$ cat config.mk
export PLATFORM = sky130hd
export DESIGN_NAME = pdc_ctrl
export DESIGN_NICKNAME = d
export VERILOG_FILES = /design/src/rtl/pdc_pkg.sv /design/src/rtl/pdc_seq.sv /design/src/rtl/pdc_rxbuf.sv /design/src/rtl/pdc_ctrl.sv
export SDC_FILE = /design/constraint.sdc
export NUM_CORES = 1
export LEC_CHECK = 0
export BUFFER_PORTS_ARGS = -buffer_cell sky130_fd_sc_hd__buf_2
export CORE_UTILIZATION = 55
export DETAILED_ROUTE_END_ITERATION = 8
export GPL_TIMING_DRIVEN = 0
export PLACE_DENSITY = 0.79
export SYNTH_ARGS = -nofsm -noshare
export SYNTH_HDL_FRONTEND = slang
export SYNTH_SLANG_ARGS = --single-unit
$ cat constraint.sdc
create_clock -name clk -period 2.6 [get_ports clk]
set_input_delay 0.39 -clock clk [delete_from_list [all_inputs] [get_ports clk]]
set_output_delay 0.39 -clock clk [all_outputs]
set_load 0.1 [all_outputs]
$ cat src/rtl/pdc_pkg.sv
package pdc_pkg;
  localparam int unsigned REG_AW = 2;

  typedef enum logic [REG_AW-1:0] {
    REG_STAT = 2'd0,
    REG_DOUT = 2'd1,
    REG_DIN  = 2'd2,
    REG_TMO  = 2'd3
  } reg_sel_e;

  localparam int BIT_CMD  = 0;
  localparam int BIT_DIR  = 1;
  localparam int BIT_BUSY = 2;
  localparam int BIT_ERR  = 3;
  localparam int BIT_OVR  = 4;
endpackage

$ cat src/rtl/pdc_seq.sv
// Command sequencer: start flag, direction, busy, error and the abort timer.
module pdc_seq #(
  parameter int TMO_W = 8
) (
  input  logic             clk,
  input  logic             rst,
  input  logic             host_wr_stat,
  input  logic             wr_cmd,
  input  logic             wr_dir,
  input  logic [TMO_W-1:0] tmo_lim,
  input  logic             xfer_done,
  output logic             cmd_q,
  output logic             dir_q,
  output logic             busy_q,
  output logic             err_q
);
  logic [TMO_W-1:0] cnt_q;
  logic [TMO_W:0]   cnt_nxt;
  logic             expire;

  assign cnt_nxt = {1'b0, cnt_q} + 1'b1;
  assign expire  = (cnt_nxt >= {1'b0, tmo_lim});

  always_ff @(posedge clk) begin
    if (rst) begin
      cmd_q  <= 1'b0;
      dir_q  <= 1'b0;
      busy_q <= 1'b0;
      err_q  <= 1'b0;
      cnt_q  <= '0;
    end else if (busy_q) begin
      if (xfer_done) begin
        busy_q <= 1'b0;
        cmd_q  <= 1'b0;
        err_q  <= 1'b0;
        cnt_q  <= '0;
      end else if (expire) begin
        busy_q <= 1'b0;
        cmd_q  <= 1'b0;
        err_q  <= 1'b1;
        cnt_q  <= '0;
      end else begin
        cnt_q <= cnt_nxt[TMO_W-1:0];
      end
    end else if (cmd_q) begin
      busy_q <= 1'b1;
      cnt_q  <= '0;
    end else if (host_wr_stat) begin
      cmd_q <= wr_cmd;
      dir_q <= wr_dir;
    end
  end
endmodule

$ cat src/rtl/pdc_rxbuf.sv
// Incoming byte register with unread tracking and sticky overrun flag.
module pdc_rxbuf #(
  parameter int DATA_W = 8
) (
  input  logic              clk,
  input  logic              rst,
  input  logic              cap,
  input  logic [DATA_W-1:0] cap_data,
  input  logic              rd_din,
  input  logic              rd_stat,
  output logic [DATA_W-1:0] din_q,
  output logic              full_q,
  output logic              ovr_q
);
  logic lost;

  assign lost = cap && full_q && !rd_din;

  always_ff @(posedge clk) begin
    if (rst) begin
      din_q  <= '0;
      full_q <= 1'b0;
      ovr_q  <= 1'b0;
    end else begin
      if (cap) begin
        din_q  <= cap_data;
        full_q <= 1'b1;
      end else if (rd_din) begin
        full_q <= 1'b0;
      end
      if (lost) begin
        ovr_q <= 1'b1;
      end else if (rd_stat) begin
        ovr_q <= 1'b0;
      end
    end
  end
endmodule

$ cat src/rtl/pdc_ctrl.sv
module pdc_ctrl
  import pdc_pkg::*;
#(
  parameter int DATA_W  = 8,
  parameter int TMO_W   = 8,
  parameter int TMO_RST = 8
) (
  input  logic              clk,
  input  logic              rst,
  input  logic              hb_wr_en,
  input  logic              hb_rd_en,
  input  logic [REG_AW-1:0] hb_addr,
  input  logic [DATA_W-1:0] hb_wdata,
  output logic [DATA_W-1:0] hb_rdata,
  output logic              dev_tx_valid,
  input  logic              dev_tx_ready,
  output logic [DATA_W-1:0] dev_tx_data,
  input  logic              dev_rx_valid,
  output logic              dev_rx_ready,
  input  logic [DATA_W-1:0] dev_rx_data
);
  reg_sel_e          sel;
  logic              cmd_q, dir_q, busy_q, err_q;
  logic              full_q, ovr_q;
  logic [DATA_W-1:0] dout_q, din_q, rdata_q, stat_w;
  logic [TMO_W-1:0]  tmo_q;
  logic              wr_ok, wr_stat, tx_fire, rx_fire, rd_stat, rd_din;

  assign sel     = reg_sel_e'(hb_addr);
  assign wr_ok   = hb_wr_en && !cmd_q;
  assign wr_stat = wr_ok && (sel == REG_STAT);
  assign rd_stat = hb_rd_en && (sel == REG_STAT);
  assign rd_din  = hb_rd_en && (sel == REG_DIN);

  assign dev_tx_valid = busy_q && dir_q;
  assign dev_rx_ready = busy_q && !dir_q;
  assign dev_tx_data  = dout_q;
  assign tx_fire      = dev_tx_valid && dev_tx_ready;
  assign rx_fire      = dev_rx_ready && dev_rx_valid;

  pdc_seq #(.TMO_W(TMO_W)) u_seq (
    .clk         (clk),
    .rst         (rst),
    .host_wr_stat(wr_stat),
    .wr_cmd      (hb_wdata[BIT_CMD]),
    .wr_dir      (hb_wdata[BIT_DIR]),
    .tmo_lim     (tmo_q),
    .xfer_done   (tx_fire || rx_fire),
    .cmd_q       (cmd_q),
    .dir_q       (dir_q),
    .busy_q      (busy_q),
    .err_q       (err_q)
  );

  pdc_rxbuf #(.DATA_W(DATA_W)) u_rxbuf (
    .clk     (clk),
    .rst     (rst),
    .cap     (rx_fire),
    .cap_data(dev_rx_data),
    .rd_din  (rd_din),
    .rd_stat (rd_stat),
    .din_q   (din_q),
    .full_q  (full_q),
    .ovr_q   (ovr_q)
  );

  always_ff @(posedge clk) begin
    if (rst) begin
      dout_q <= '0;
      tmo_q  <= TMO_W'(TMO_RST);
    end else if (wr_ok) begin
      if (sel == REG_DOUT) dout_q <= hb_wdata;
      if (sel == REG_TMO)  tmo_q  <= TMO_W'(hb_wdata);
    end
  end

  always_comb begin
    stat_w           = '0;
    stat_w[BIT_CMD]  = cmd_q;
    stat_w[BIT_DIR]  = dir_q;
    stat_w[BIT_BUSY] = busy_q;
    stat_w[BIT_ERR]  = err_q;
    stat_w[BIT_OVR]  = ovr_q;
  end

  always_ff @(posedge clk) begin
    if (rst) begin
      rdata_q <= '0;
    end else if (hb_rd_en) begin
      case (sel)
        REG_STAT: rdata_q <= stat_w;
        REG_DOUT: rdata_q <= dout_q;
        REG_DIN:  rdata_q <= din_q;
        default:  rdata_q <= DATA_W'(tmo_q);
      endcase
    end
  end

  assign hb_rdata = rdata_q;
endmodule

==> flow_summary_export.csv <==
group,metric,value,unit
critical_path,endpoint,"u_seq.err_q$_SDFFE_PP0P_",
floorplanning,die_h,65.5,µm
routing,dr.first_iter.drc_count,154,
layout,multi_input_area,1190,µm²
floorplanning,core_area,3770,µm²
layout,regArea,926,µm²
cts,htreeDepth,2,
sta,fin_worst_skew,4.96,ps
yosys,yosysWarnings,0,
power_and_ir_drop,leakage,1.15,nW
floorplanning,die_w,65.5,µm
sta,fmax,413,MHz
layout,nets,324,
cts,clk_latency,300,ps
sta,setup_viol,0,
yosys,ys_types,43,
sta,min_period,2420,ps
yosys,yosysSeqAreaShare,41.6,%
critical_path,r2r_slack,180,ps
yosys,syn_avg_cell_area,9.08,µm²
cts,cts_buffer_depth,2,
yosys,syn-num-nets,277,
floorplanning,die_area,4280,µm²
yosys,yosys.area.top_type_share,41.6,%
critical_path,rr_worst_depth,11,
min_path,min_path_type,"in2reg",
run_status,status,"finished clean",
critical_path,crit_path_end_kind,"register",
global_routing,grt_pass1_wl,8220,µm
power_and_ir_drop,max-vdd-ir-drop,0.000342,V
place,hpwl,3760,µm
cts,cts_buffers,5,
global_routing,grt_remaining_overflow,0,
sta,worst_pin_slew,737,ps
cts,cts_tree,"yes",
global_routing,antenna_found_initial,0,
sta,slew_headroom,50.5,%
min_path,hp-start,"dev_rx_data[4]",
layout,stdcell_area,2600,µm²
routing,dr.pass1.iters,4,
critical_path,r2r_start,"u_seq.cnt_q[0]$_SDFFE_PP0N_",
yosys,syn_area,2210,µm²
routing,ant_nets,0,
global_routing,grt_pass1_vias,1700,
critical_path,arrival,2610,ps
sta,post-route-period-util,93.1,%
cts,cts-root-buf,"clkbuf_8",
routing,vias_per_cell,5.51,
place,gp_congestion,0.793,
global_routing,grt_max_degree,15,
cts,clkSinkCount,46,
cts,clk_pin_slew,80,ps
critical_path,crit_fanout,9,
layout,area_growth,17.3,%
global_routing,grt_usage,25.8,%
floorplanning,start_util,58.7,%
routing,wl,5010,µm
yosys,netlist_top_cells_area,"dfxtp_1 42%, nand2_1 6.4%, mux2i_1 6.3%",
critical_path,cp-start-kind,"register",
sta,setup_tns,0,ps
yosys,synthArstFlopShare,0,%
floorplanning,num_rows,22,
sta,hold_viol_final,0,
critical_path,path_class,"reg2reg",
layout,nFillCells,313,
yosys,synth_seq_cells,46,
yosys,synth_edf_count,0,
critical_path,crit_required,2790,ps
sta,slew_viol_final,0,
layout,drive_gt1_share,25.3,%
critical_path,reg2reg_to,"u_seq.err_q$_SDFFE_PP0P_",
place,port_buffers,40,
yosys,synth_area_leader_cell,"dfxtp_1",
layout,n_antenna_cell,0,
routing,wire_per_inst,14.7,µm
routing,dr_total_vias,1872,
routing,drc,0,
cts,cts_hold_buffers,0,
flow_run,cap_violations,0,
power_and_ir_drop,power_density,563,nW/µm²
place,placed_area,2470,µm²
sta,rsz0062_at_grt,"false",
critical_path,crit_start,"u_seq.cnt_q[0]$_SDFFE_PP0N_",
yosys,ys.flop_type,"dfxtp_1",
yosys,synthCells,244,
cts,cts_setup_buffers,0,
floorplanning,io_pins,42,
area by class of cell:
cell class                 count  area share, %
tap                           48           2.31
multi-input combinational    174           45.9
clock inverter                 3           1.54
inverter                      13           1.88
clock buffer                   5           2.65
sequential                    46           35.6
buffer                        11           2.36
timing repair buffer          40           7.70
sequential cells by signal (all words and copies together), names as in the netlist:
register	count
u_rxbuf.ovr_q	1
u_seq.err_q	1
u_seq.busy_q	1
hb_rdata	8
u_seq.cnt_q	8
u_rxbuf.din_q	8
u_seq.dir_q	1
dev_tx_data	8
u_seq.cmd_q	1
u_rxbuf.full_q	1
tmo_q	8
report_power, final:
part	switching, mW	internal [mW]	total [mW]	leakage [nW]
clock	0.240	0.283	0.523	0.0579
sequential	0.0155	0.722	0.737	0.374
combinational	0.144	0.0591	0.203	0.717
synth_stat cells, types with 3 or more instances:
library cell / count
xor2_1: 3
mux2_2: 3
nand2_1: 38
a21oi_1: 19
a221oi_1: 3
mux2i_1: 14
clkbuf_1: 4
ha_1: 9
dfxtp_1: 46
buf_2: 5
a41o_1: 5
nor3_1: 8
nand3_1: 8
mux4_2: 4
and2_1: 10
inv_1: 12
nor2_1: 23
per-stage QoR:
step	setup slack, ps	hold slack (ps)	cells	util (%)	power, mW
6_report	179	320	340	68.9	1.46
5_1_grt	18.6	331	340	68.9	1.52
4_1_cts	43.9	322	340	68.5	1.47
3_5_place_dp	33.8	468	332	65.6	0.956
3_3_place_gp	70.6	463	332	65.6	0.952
2_1_floorplan	253	444	244	-	0.899
cell families (layout without fill, tap and decap cells):
group           count (synthesis)  in the layout  synth area share, %
flops                          46             46                 41.6
mux                            22             22                 13.1
simple gates                   97             97                 20.1
compound gates                 41             41                 13.0
xor+xnor                        5              5                 2.32
fa+ha+maj                       9              9                 5.08
buf+inv                        24             72                 4.86
timing repair:
action / CTS / global route
hold endpoints to repair: 0 / 0
resized for setup: 1 / 7
pin swaps: 0 / 0
endpoints found under the setup margin: 1 / 5
layout by cell type (no fill, tap or decap), types with 7 or more instances in the layout:
cell,Yosys,layout
a21oi_1,19,19
and2_1,10,10
buf_2,5,44
dfxtp_1,46,44
ha_1,9,8
inv_1,12,12
mux2i_1,14,14
nand2_1,38,38
nand3_1,8,7
nor2_1,23,23
nor3_1,8,8
per-layer routing:
metal	vias up	GRT usage, %	share of wire [%]	wire, µm
met3	5	4.69	7.5	374
li1	940	-	-	-
met5	-	0	0	0
met1	853	37.2	47	2360
met4	0	8.97	1.1	56
met2	74	38.5	44	2220
how the worst min path moves through the flow:
stage	to	depth (start not counted)	slack [ps]
after detailed placement	u_seq.cnt_q[1]$_SDFFE_PP0N_	2	470
after floorplan	u_seq.cnt_q[1]$_SDFFE_PP0N_	2	440
after global routing	tmo_q[7]$_SDFFE_PP0P_	3	330
after CTS	u_rxbuf.din_q[4]$_SDFFE_PP0P_	3	320
final	u_rxbuf.din_q[4]$_SDFFE_PP0P_	3	320
after global placement	u_seq.cnt_q[1]$_SDFFE_PP0N_	2	460
worst max-delay path: stages (launching register included):
cell and delay, ps:
dfxtp_4 370, ha_2 200, nand3_2 110, and2_1 190, or2_2 290, ha_1 280
and2_1 140, o21ai_1 120, o21a_1 140, buf_4 160, a21oi_2 80, o221a_1 240
Note: power is estimated with default switching activity, not from simulation.
